**config.mk**
```make
export PLATFORM = sky130hd
export DESIGN_NAME = irq_route_top
export DESIGN_NICKNAME = d
export VERILOG_FILES = /design/src/rtl/irq_route_pkg.sv /design/src/rtl/irq_assign_regs.sv /design/src/rtl/irq_level_or.sv /design/src/rtl/irq_route_top.sv
export SDC_FILE = /design/constraint.sdc
export NUM_CORES = 1
export LEC_CHECK = 0
export BUFFER_PORTS_ARGS = -buffer_cell sky130_fd_sc_hd__buf_2
export CELL_PAD_IN_SITES_DETAIL_PLACEMENT = 0
export CELL_PAD_IN_SITES_GLOBAL_PLACEMENT = 2
export CORE_MARGIN = 8
export CORE_UTILIZATION = 35
export CTS_BUF_LIST = sky130_fd_sc_hd__clkbuf_4
export CTS_CLUSTER_DIAMETER = 60
export CTS_CLUSTER_SIZE = 10
export DETAILED_ROUTE_END_ITERATION = 8
export HOLD_SLACK_MARGIN = 0.06
export PLACE_DENSITY = 0.89
export SYNTH_ARGS = -nofsm -noshare
export SYNTH_HDL_FRONTEND = slang
export SYNTH_HIERARCHICAL = 1
export SYNTH_SLANG_ARGS = --single-unit
```
**constraint.sdc**
```tcl
create_clock -name clk -period 3.9 [get_ports clk]
set_clock_uncertainty 0.05 [all_clocks]
set_input_delay 0.78 -clock clk [delete_from_list [all_inputs] [get_ports clk]]
set_output_delay 0.78 -clock clk [all_outputs]
set_load 0.01 [all_outputs]
```
**src/rtl/irq_route_pkg.sv**
```systemverilog
package irq_route_pkg;

  // Level offset (field value) each source takes out of reset.
  function automatic logic [3:0] reset_field(input int n);
    if (n < 7)       return 4'd0;
    else if (n < 9)  return 4'd1;
    else if (n < 13) return 4'd2;
    else if (n < 16) return 4'd3;
    else if (n < 19) return 4'd4;
    else if (n < 21) return 4'd5;
    else             return 4'd6;
  endfunction

endpackage

```
**src/rtl/irq_assign_regs.sv**
```systemverilog
module irq_assign_regs #(
  parameter int NUM_SRC = 24,
  parameter int FIELD_W = 4,
  parameter int DATA_W  = 32,
  parameter int ADDR_W  = 2,
  localparam int PER_WORD = DATA_W / FIELD_W,
  localparam int NUM_WORD = (NUM_SRC + PER_WORD - 1) / PER_WORD
) (
  input  logic                        clk,
  input  logic                        rst_n,
  input  logic                        wen,
  input  logic [ADDR_W-1:0]           waddr,
  input  logic [DATA_W-1:0]           wdata,
  output logic [NUM_WORD*DATA_W-1:0]  words,
  output logic [NUM_SRC*FIELD_W-1:0]  fields
);
  import irq_route_pkg::*;

  logic [DATA_W-1:0] word_q [NUM_WORD];

  always_ff @(posedge clk) begin
    if (!rst_n) begin
      for (int w = 0; w < NUM_WORD; w++) begin
        word_q[w] <= '0;
        for (int f = 0; f < PER_WORD; f++) begin
          if (w * PER_WORD + f < NUM_SRC)
            word_q[w][f*FIELD_W +: FIELD_W] <= FIELD_W'(reset_field(w * PER_WORD + f));
        end
      end
    end else if (wen && (32'(waddr) < NUM_WORD)) begin
      word_q[waddr] <= wdata;
    end
  end

  for (genvar w = 0; w < NUM_WORD; w++) begin : g_word
    assign words[w*DATA_W +: DATA_W] = word_q[w];

    assert_store_R5: assert property (@(posedge clk) disable iff (!rst_n)
      (wen && (32'(waddr) == w)) |=> (word_q[w] == $past(wdata)));

    assert_hold_R8: assert property (@(posedge clk) disable iff (!rst_n)
      !(wen && (32'(waddr) == w)) |=> $stable(word_q[w]));
  end

  for (genvar n = 0; n < NUM_SRC; n++) begin : g_field
    assign fields[n*FIELD_W +: FIELD_W] =
      word_q[n / PER_WORD][(n % PER_WORD)*FIELD_W +: FIELD_W];
  end

endmodule

```
**src/rtl/irq_level_or.sv**
```systemverilog
module irq_level_or #(
  parameter int NUM_SRC = 24,
  parameter int FIELD_W = 4,
  parameter int NUM_LVL = 7
) (
  input  logic                       clk,
  input  logic                       rst_n,
  input  logic [NUM_SRC-1:0]         src,
  input  logic [NUM_SRC*FIELD_W-1:0] fields,
  output logic [NUM_LVL-1:0]         lvl_q
);

  logic [NUM_LVL-1:0] hit;

  always_comb begin
    hit = '0;
    for (int k = 0; k < NUM_LVL; k++) begin
      for (int n = 0; n < NUM_SRC; n++) begin
        if (src[n] && (fields[n*FIELD_W +: FIELD_W] == FIELD_W'(k)))
          hit[k] = 1'b1;
      end
    end
  end

  always_ff @(posedge clk) begin
    if (!rst_n) lvl_q <= '0;
    else        lvl_q <= hit;
  end

  for (genvar n = 0; n < NUM_SRC; n++) begin : g_src
    for (genvar k = 0; k < NUM_LVL; k++) begin : g_lvl
      assert_route_R2: assert property (@(posedge clk) disable iff (!rst_n)
        (src[n] && (fields[n*FIELD_W +: FIELD_W] == FIELD_W'(k))) |=> lvl_q[k]);
    end
  end

  assert_quiet_R4: assert property (@(posedge clk) disable iff (!rst_n)
    ($past(src) == '0) |-> (lvl_q == '0));

endmodule

```
**src/rtl/irq_route_top.sv**
```systemverilog
module irq_route_top #(
  parameter int NUM_SRC = 24,
  parameter int FIELD_W = 4,
  parameter int NUM_LVL = 7,
  parameter int DATA_W  = 32,
  localparam int PER_WORD = DATA_W / FIELD_W,
  localparam int NUM_WORD = (NUM_SRC + PER_WORD - 1) / PER_WORD,
  localparam int ADDR_W   = $clog2(NUM_WORD + 1)
) (
  input  logic               clk,
  input  logic               rst_n,
  input  logic [NUM_SRC-1:0] src_irq,
  input  logic               reg_wen,
  input  logic [ADDR_W-1:0]  reg_addr,
  input  logic [DATA_W-1:0]  reg_wdata,
  output logic [DATA_W-1:0]  reg_rdata,
  output logic [NUM_LVL-1:0] lvl_irq
);

  logic [NUM_WORD*DATA_W-1:0] words;
  logic [NUM_SRC*FIELD_W-1:0] fields;

  irq_assign_regs #(
    .NUM_SRC(NUM_SRC), .FIELD_W(FIELD_W), .DATA_W(DATA_W), .ADDR_W(ADDR_W)
  ) u_regs (
    .clk(clk), .rst_n(rst_n), .wen(reg_wen), .waddr(reg_addr),
    .wdata(reg_wdata), .words(words), .fields(fields)
  );

  irq_level_or #(
    .NUM_SRC(NUM_SRC), .FIELD_W(FIELD_W), .NUM_LVL(NUM_LVL)
  ) u_or (
    .clk(clk), .rst_n(rst_n), .src(src_irq), .fields(fields), .lvl_q(lvl_irq)
  );

  // Read path: assignment words below NUM_WORD, raw source status at NUM_WORD.
  always_comb begin
    reg_rdata = '0;
    if (32'(reg_addr) < NUM_WORD)
      reg_rdata = words[reg_addr*DATA_W +: DATA_W];
    else if (32'(reg_addr) == NUM_WORD)
      reg_rdata = DATA_W'(src_irq);
  end

  assert_reset_low_R9: assert property (@(posedge clk)
    !rst_n |=> (lvl_irq == '0));

  assert_status_R8: assert property (@(posedge clk) disable iff (!rst_n)
    (32'(reg_addr) == NUM_WORD) |-> (reg_rdata == DATA_W'(src_irq)));

endmodule

```
==> results.md, run 1 <==
* Slowest stage delay, CP at 640 ps
* Most used flip-flop cell after synthesis: sky130_fd_sc_hd__edfxtp_1
* Post-placement cell count at 919
* Commonest non-fill, non-tap cell in the layout: sky130_fd_sc_hd__buf_2
* Share of the synthesized area in the top cell type at 0.4142
* Startpoint Class: primary input
* Initial core utilization at 0.3576
* Setup Buffers After CTS at 0
* Non-filler cells in the finished layout at 934
* FF+latch count, synth at 103
* Maximum number of pins on one net before global-route repair at 50
* Total routed wirelength at 25270 um
* Standard-cell rows at 51
* Warning count from the yosys run at 6
* Combined area of all synthesized cells at 0.006960 sq mm
* Cell family with most CP delay: buffers and inverters
* Initial DRT Pass Iterations at 5
* Worst ir drop on vdd at 0.1548 mV
* Antenna violations before repair at 1
* Count of final hold-check violations at 0
* Total clock buffers created by CTS at 9
* Number of pins with negative max-slew slack in the final report at 0
* EDFF count, synth at 96
* Utilization of the core after routing at 0.3635
* Leak pwr at 2.384 nW
* Worst slew slack as a fraction of its limit at 0.4134
* Final worst-path cycle share at 0.8103
* Async S/R FF share, synth at 0
* Proportion of layout cells with a drive suffix above 1 at 0.2620
* Global-route wire length before repair at 37130 um
* Gr ovfl total at 0
* Post-CTS Resized at 0
* Area Growth Syn to Fin at 1.636%
* Area of all sequential standard cells at 0.003023 sq mm
* CP Data Arrival Time at 2330 ps
* Outcome: completed
* Type of the worst setup path: primary input to primary output
* Cells along the critical path: buf_2, nor2b_1, o2bb2ai_1, buf_2
* Worst slew pin tran at 879.9 ps
* Unrepaired setup endpoints after global routing: false
* Cell count after synthesis at 668
* Worst EP required at 3070 ps
* Most frequent cells in the layout: sky130_fd_sc_hd__buf_2 (99), sky130_fd_sc_hd__edfxtp_1 (96), sky130_fd_sc_hd__nor2_1 (69)
* MaxCap Viol Count at 0
* Number of DRC markers after the initial detailed-route iteration at 643
* Maximum clock frequency at 316.4 MHz
* Fill cell instance count of the final layout at 1968
* Die ar. at 0.02466 sq mm
* Bufs on Longest Clock Path at 2
* Die boundary width at 157.0 um
* Post-Route Setup TNS at 0 ps
* Total GRT Usage at 0.2062
* Weighted congestion at the end of routability-driven global placement at 0.9598
* Number of unique standard cell types used by synthesis at 34
* Final-stage net count at 726
* Placed wire-length estimate after detailed placement at 19800 um
* Antenna violation net count after detailed routing at 0
* Net count after synthesis at 729
* Worst Hold Slack at 528.8 ps
* CTS tree: done
* Critical-path top delay cell: sky130_fd_sc_hd__nor2b_1
* Most area-hungry cell type in the Yosys netlist: sky130_fd_sc_hd__edfxtp_1
* Pwr Density at 357.2 mW/mm^2
* Floorplan die height at 157.0 um
* Quantity of I/O buffers inserted on ports at 99
* Placeable core area at 0.01946 sq mm
* Average routed wire per standard cell at 27.06 um
* Slack of the worst reg-to-reg path at 1940 ps
* Total number of H-tree levels at 3
* Area used by multi-input combinational logic at 0.003008 sq mm
* Clock latency on the worst-skew pair at 480 ps
* Maximum net fanout on the critical path at 18
* # IOs at 100
* Vias in the first global route at 5664
* Average footprint of a synthesized cell at 10.42 sq um
* Clock Pin Slew Worst Setup and Hold Paths at 160 ps
* Time the final worst path needs with I/O delays and setup at 3160 ps
* Sequential fraction of the synthesis area at 0.4343
* Ranking of synthesized cells by area: sky130_fd_sc_hd__edfxtp_1 (41%), sky130_fd_sc_hd__buf_4 (10%), sky130_fd_sc_hd__mux4_2 (7.1%)
* Clock root buffer: sky130_fd_sc_hd__clkbuf_4
* Cell repeated most along the worst path: sky130_fd_sc_hd__buf_2
* Tightest Hold Check Type: primary input to register
* Vias per Instance at 6.028
* Total DRC errors in the routed layout at 0
* Critical path endpoint category: primary output
* Hold-fix buffers at CTS at 0
* Total number of clock tree sinks at 103
* Total vias in the final route at 5630
* Buffers & Inverters on Critical Path at 2
* Final-report setup violation count at 0
==> Yosys cell counts, types with 2 or more instances <==
cell,count
sky130_fd_sc_hd__a31oi_1,5
sky130_fd_sc_hd__a41oi_1,2
sky130_fd_sc_hd__and3_1,3
sky130_fd_sc_hd__buf_12,2
sky130_fd_sc_hd__buf_2,16
sky130_fd_sc_hd__buf_4,97
sky130_fd_sc_hd__buf_6,6
sky130_fd_sc_hd__clkbuf_2,2
sky130_fd_sc_hd__dfxtp_1,7
sky130_fd_sc_hd__edfxtp_1,96
sky130_fd_sc_hd__inv_1,2
sky130_fd_sc_hd__mux2i_1,8
sky130_fd_sc_hd__mux4_1,2
sky130_fd_sc_hd__mux4_2,22
sky130_fd_sc_hd__nand2_1,40
sky130_fd_sc_hd__nand2b_1,49
sky130_fd_sc_hd__nand3_1,29
sky130_fd_sc_hd__nand3b_1,24
sky130_fd_sc_hd__nor2_1,69
sky130_fd_sc_hd__nor3_1,14
sky130_fd_sc_hd__nor4_1,21
sky130_fd_sc_hd__o21ai_0,16
sky130_fd_sc_hd__o21ai_2,2
sky130_fd_sc_hd__o22ai_1,60
sky130_fd_sc_hd__o2bb2ai_1,8
sky130_fd_sc_hd__o32ai_1,18
sky130_fd_sc_hd__or2_2,10
sky130_fd_sc_hd__or3_1,10
sky130_fd_sc_hd__or3b_1,9
sky130_fd_sc_hd__or3b_2,15
==> final timing paths <==
path,from,to,cells past startpoint
setup reg to reg,u_regs/word_q[2][18]$_SDFFCE_PN0P_,u_or/lvl_q[2]$_SDFF_PN0_,4
setup / recovery,reg_addr[0],reg_rdata[25],4
hold / removal,reg_wdata[9],u_regs/word_q[1][9]$_SDFFCE_PN1P_,2
hold reg to reg,u_regs/word_q[0][0]$_SDFFCE_PN0P_,u_or/lvl_q[5]$_SDFF_PN0_,4
==> kinds of logic after synthesis <==
family,after synthesis,synth area share
simple gates,296,0.2331
buf+inv,126,0.1346
compound gates,111,0.1077
flops,103,0.4343
mux,32,0.09024
==> power breakdown <==
group / total [mW] / switching (mW) / internal [mW]
clock: 0.558 / 0.364 / 0.194
combinational: 0.557 / 0.337 / 0.220
sequential: 1.41 / 0.104 / 1.31
total: 2.53 / 0.805 / 1.72
==> state kept, by name, indices dropped and copies added, names as in the netlist <==
register       flops
u_or/lvl_q         7
u_regs/word_q     96
==> per-layer routing <==
layer  track usage  up-vias  part of all wire  routed length (um)
li1              -     2441                 -                   -
met1        0.2768     2848              0.43               10860
met2        0.3396      304              0.48               12070
met3       0.02660       37             0.069                1740
met4       0.06528        0             0.024                 604
met5             0        -                 0                   0
==> cell type report <==
class	count	area share
antenna	1	0.0003537
clock buffer	10	0.01061
clock inverter	4	0.006898
inverter	2	0.001061
multi-input combinational	439	0.4252
sequential	103	0.4273
tap	265	0.04687
timing repair buffer	110	0.08171
==> through the flow <==
stage,power [mW],area (sq um),setup WS (ps)
after floorplan,1.824,6960,49.06
after global placement,1.987,6948,750.9
after detailed placement,1.987,6948,726.4
after CTS,2.533,7072,721.4
after global routing,2.627,7074,578.1
final,2.527,7074,739.7
(Power assumes the default switching activity.)
==> run 2: changes to the inputs <==
--- a/config.mk
+++ b/config.mk
@@ -5,17 +5,18 @@
 export SDC_FILE = /design/constraint.sdc
 export NUM_CORES = 1
 export LEC_CHECK = 0
+export ABC_AREA = 1
 export BUFFER_PORTS_ARGS = -buffer_cell sky130_fd_sc_hd__buf_2
 export CELL_PAD_IN_SITES_DETAIL_PLACEMENT = 0
 export CELL_PAD_IN_SITES_GLOBAL_PLACEMENT = 2
 export CORE_MARGIN = 8
-export CORE_UTILIZATION = 35
+export CORE_UTILIZATION = 34
 export CTS_BUF_LIST = sky130_fd_sc_hd__clkbuf_4
 export CTS_CLUSTER_DIAMETER = 60
 export CTS_CLUSTER_SIZE = 10
 export DETAILED_ROUTE_END_ITERATION = 8
 export HOLD_SLACK_MARGIN = 0.06
-export PLACE_DENSITY = 0.89
+export PLACE_DENSITY = 0.94
 export SYNTH_ARGS = -nofsm -noshare
 export SYNTH_HDL_FRONTEND = slang
 export SYNTH_HIERARCHICAL = 1
==> constraint.sdc (replaced) <==
create_clock -name clk -period 3.2 [get_ports clk]
set_clock_uncertainty 0.05 [all_clocks]
set_input_delay 0.64 -clock clk [delete_from_list [all_inputs] [get_ports clk]]
set_output_delay 0.64 -clock clk [all_outputs]
set_load 0.01 [all_outputs]
==> run 2 against run 1 <==
Compared with the run above:
- clock power up 25%
- combinational power up 40%
- global-route usage down 1.0 points
- sequential power up 22%
- setup slack better by 31 ps
- critical endpoint is now reg_rdata[0]
- critical path type unchanged
- utilization down 1.0 points
- cell count up 68%
- synthesized cell count up 87%
- clock-buffer cell count down 1
- register-to-register slack worse by 300 ps
==> results.md, run 2 <==
* Outcome: completed (unchanged)
* Die ar. at 0.02963 sq mm (was 0.02466 sq mm)
* Top cells by count, synth: sky130_fd_sc_hd__nand2_1 (330), sky130_fd_sc_hd__nor2_1 (224), sky130_fd_sc_hd__inv_1 (184), sky130_fd_sc_hd__nand3_1 (155), sky130_fd_sc_hd__buf_4 (104) (was sky130_fd_sc_hd__buf_4 (97), sky130_fd_sc_hd__edfxtp_1 (96), sky130_fd_sc_hd__nor2_1 (69), sky130_fd_sc_hd__o22ai_1 (60), sky130_fd_sc_hd__nand2b_1 (49))
* Most frequent cells in the layout: sky130_fd_sc_hd__nand2_1 (330), sky130_fd_sc_hd__nor2_1 (224), sky130_fd_sc_hd__inv_1 (184) (was sky130_fd_sc_hd__buf_2 (99), sky130_fd_sc_hd__edfxtp_1 (96), sky130_fd_sc_hd__nor2_1 (69))
* Most area-hungry cell type in the Yosys netlist: sky130_fd_sc_hd__edfxtp_1 (unchanged)
* Final-stage net count at 1302 (was 726)
* Gr ovfl total at 0 (unchanged)
* Sequential group share of total power at 0.538 (was 0.559)
* Warning count from the yosys run at 6 (unchanged)
* Proportion of layout cells with a drive suffix above 1 at 0.1396 (was 0.2620)
* Net count after synthesis at 1310 (was 729)
* Sequential fraction of the synthesis area at 0.3647 (was 0.4343)
* Internal Pwr Total at 2.022 mW (was 1.722 mW)
* Quantity of I/O buffers inserted on ports at 99 (unchanged)
* Clock root buffer: sky130_fd_sc_hd__clkbuf_4 (unchanged)
* Top register by number of flip-flops: u_regs/word_q (unchanged)
* Post-CTS Resized at 0 (unchanged)
* Total number of clock tree sinks at 103 (unchanged)
* Slack of the worst reg-to-reg path at 1640 ps (was 1940 ps)
* Average footprint of a synthesized cell at 6.636 sq um (was 10.42 sq um)
* Hold EP: u_regs/word_q[1][9]$_SDFFCE_PN1P_ (unchanged)
* Total number of H-tree levels at 3 (unchanged)
* Global routing usage on met3 at 0.03927 (was 0.02660)
* CTS tree: done (unchanged)
* Leading cell type by number of instances after synthesis: sky130_fd_sc_hd__nand2_1 (was sky130_fd_sc_hd__buf_4)
* Total GRT Usage at 0.1958 (was 0.2062)
* Area Growth Syn to Fin at 2.717% (was 1.636%)
* Worst slew slack as a fraction of its limit at 0.6111 (was 0.4134)
* Global-route wire length before repair at 42560 um (was 37130 um)
* Tightest Hold Check Type: primary input to register (unchanged)
* Standard-cell rows at 57 (was 51)
* Unrepaired setup endpoints after global routing: false (unchanged)
* Total DRC errors in the routed layout at 0 (unchanged)
* Worst EP required at 2510 ps (was 3070 ps)
* MaxCap Viol Count at 0 (unchanged)
* Worst Hold Slack at 371.3 ps (was 528.8 ps)
* Count of final hold-check violations at 0 (unchanged)
* Post-Route Setup TNS at 0 ps (unchanged)
* Switching power share of the total at 0.3681 (was 0.3184)
* Die boundary width at 172.1 um (was 157.0 um)
* Combined area of all synthesized cells at 0.008288 sq mm (was 0.006960 sq mm)
* Weighted congestion at the end of routability-driven global placement at 0.9028 (was 0.9598)
* Antenna violations before repair at 3 (was 1)
* Antenna violation net count after detailed routing at 0 (unchanged)
* M2 GR Usage at 0.3176 (was 0.3396)
* Total vias in the final route at 7622 (was 5630)
* Fill cell instance count of the final layout at 2695 (was 1968)
* Met1 track demand over resource in global routing at 0.2589 (was 0.2768)
* Crit path launch: reg_addr[1] (was reg_addr[0])
* Async S/R FF share, synth at 0 (unchanged)
* Beginning of the worst register-to-register path: u_regs/word_q[0][4]$_SDFFCE_PN0P_ (was u_regs/word_q[2][18]$_SDFFCE_PN0P_)
* Non-filler cells in the finished layout at 1572 (was 934)
* Bufs on Longest Clock Path at 2 (unchanged)
* Total routed wirelength at 28870 um (was 25270 um)
* Setup Buffers After CTS at 0 (unchanged)
* Worst Hold Path Cells at 3 (was 2)
* Ranking of synthesized cells by area: sky130_fd_sc_hd__edfxtp_1 (35%), sky130_fd_sc_hd__nand2_1 (15%), sky130_fd_sc_hd__nor2_1 (10%) (was sky130_fd_sc_hd__edfxtp_1 (41%), sky130_fd_sc_hd__buf_4 (10%), sky130_fd_sc_hd__mux4_2 (7.1%))
* Cell count after synthesis at 1249 (was 668)
* Average routed wire per standard cell at 18.36 um (was 27.06 um)
* Busiest grt layer: met2 (unchanged)
* Maximum clock frequency at 411.7 MHz
* Floorplan die height at 172.1 um (was 157.0 um)
* EDFF count, synth at 96 (unchanged)
* Vias per Instance at 4.849 (was 6.028)
* Number of cell instances on the worst register-to-register path at 7 (was 4)
* Time the final worst path needs with I/O delays and setup at 2429 ps
* Initial core utilization at 0.3438 (was 0.3576)
* Hold-fix buffers at CTS at 0 (unchanged)
* Pwr Density at 375.8 mW/mm^2 (was 357.2 mW/mm^2)
* Clock latency on the worst-skew pair at 510 ps (was 480 ps)
* Total clock buffers created by CTS at 9 (unchanged)
* Final worst-path cycle share at 0.7590
* Share of power burned in combinational logic at 0.244 (was 0.220)
* Final-report setup violation count at 0 (unchanged)
* Worst slew pin tran at 583.4 ps (was 879.9 ps)
* Clock power frac at 0.218 (was 0.221)
* Maximum net fanout on the critical path at 51 (was 18)
* # IOs at 100 (unchanged)
* Startpoint Class: primary input (unchanged)
* Clock Pin Slew Worst Setup and Hold Paths at 190 ps (was 160 ps)
* Commonest non-fill, non-tap cell in the layout: sky130_fd_sc_hd__nand2_1 (was sky130_fd_sc_hd__buf_2)
* FF+latch count, synth at 103 (unchanged)
* Number of DRC markers after the initial detailed-route iteration at 645 (was 643)
* Hold Crit Start: reg_wdata[9] (unchanged)
* Number of pins with negative max-slew slack in the final report at 0 (unchanged)
* Most used flip-flop cell after synthesis: sky130_fd_sc_hd__edfxtp_1 (unchanged)
* Critical path endpoint category: primary output (unchanged)
* CP Data Arrival Time at 1740 ps (was 2330 ps)
* Largest register FFs at 96 (unchanged)
* Type of the worst setup path: primary input to primary output (unchanged)
* Registers with the highest flip-flop counts: u_regs/word_q x96, u_or/lvl_q x7 (unchanged)
* Vias in the first global route at 7221 (was 5664)
* Leak pwr at 4.436 nW (was 2.384 nW)
* Post-placement cell count at 1554 (was 919)
* Maximum number of pins on one net before global-route repair at 61 (was 50)
* Worst ir drop on vdd at 0.1686 mV (was 0.1548 mV)
* Utilization of the core after routing at 0.3532 (was 0.3635)
* Placed wire-length estimate after detailed placement at 22550 um (was 19800 um)
* Placeable core area at 0.02411 sq mm (was 0.01946 sq mm)
* Endpoint of the worst register-to-register path: u_or/lvl_q[4]$_SDFF_PN0_ (was u_or/lvl_q[2]$_SDFF_PN0_)
* Number of unique standard cell types used by synthesis at 27 (was 34)
* Share of the synthesized area in the top cell type at 0.3478 (was 0.4142)
* Switching Power at 1.178 mW (was 0.8046 mW)
* Initial DRT Pass Iterations at 5 (unchanged)
run 2: critical path: stages:
cell and delay [ps]:
sky130_fd_sc_hd__buf_2 100, sky130_fd_sc_hd__buf_4 470, sky130_fd_sc_hd__nand3_1 140, sky130_fd_sc_hd__nand2_1 100, sky130_fd_sc_hd__inv_1 50, sky130_fd_sc_hd__nand2_1 60, sky130_fd_sc_hd__buf_2 130
run 2: through the flow:
| step | power [mW] | area [sq um] | worst slack (ps) |
|---|---|---|---|
| CTS | 3.217 | 8508 | 754.6 |
| detailed placement | 2.531 | 8377 | 757.1 |
| finish | 3.199 | 8513 | 771.2 |
| global placement | 2.524 | 8377 | 772.6 |
| global route | 3.370 | 8513 | 637.1 |
| floorplan | 2.310 | 8288 | 868.9 |
run 2: cell type report:
| cell class | instances | area [sq um] | area share |
|---|---|---|---|
| multi-input cells | 813 | 3533 | 0.4151 |
| flip-flops and latches | 103 | 3023 | 0.3551 |
| inverters | 199 | 749.5 | 0.08804 |
| repair buffers | 115 | 665.6 | 0.07819 |
| well taps | 324 | 405.4 | 0.04762 |
| clock buffers | 9 | 67.56 | 0.007937 |
| clock inverters | 7 | 63.81 | 0.007496 |
| diodes | 2 | 5.005 | 0.0005879 |
run 2: worst max path at each step:
stage / depth (start not counted) / to / slack [ps]
after floorplan: 6 / u_regs/word_q[0][0]$_SDFFCE_PN0P_ / 870
after global placement: 7 / reg_rdata[5] / 770
after detailed placement: 7 / reg_rdata[5] / 760
after CTS: 7 / reg_rdata[5] / 750
after global routing: 7 / reg_rdata[0] / 640
final: 7 / reg_rdata[0] / 770
run 2: routing by layer:
layer / part of all wire / up-vias
met5: 0.00045 / -
met4: 0.022 / 2
met3: 0.078 / 33
met2: 0.45 / 288
met1: 0.45 / 3491
li1: - / 3808
run 2: logic make-up after synthesis:
logic type | share of synthesized area
simple gates | 0.4221
flops | 0.3647
compound gates | 0.004225
buf+inv | 0.2089
run 2: power by group through the flow:
stage,sequential (mW),clock [mW],combinational [mW]
after floorplan,1.71,0,0.596
after global placement,1.75,0,0.777
after detailed placement,1.75,0,0.780
after CTS,1.72,0.714,0.783
after global routing,1.74,0.760,0.871
final,1.72,0.699,0.780
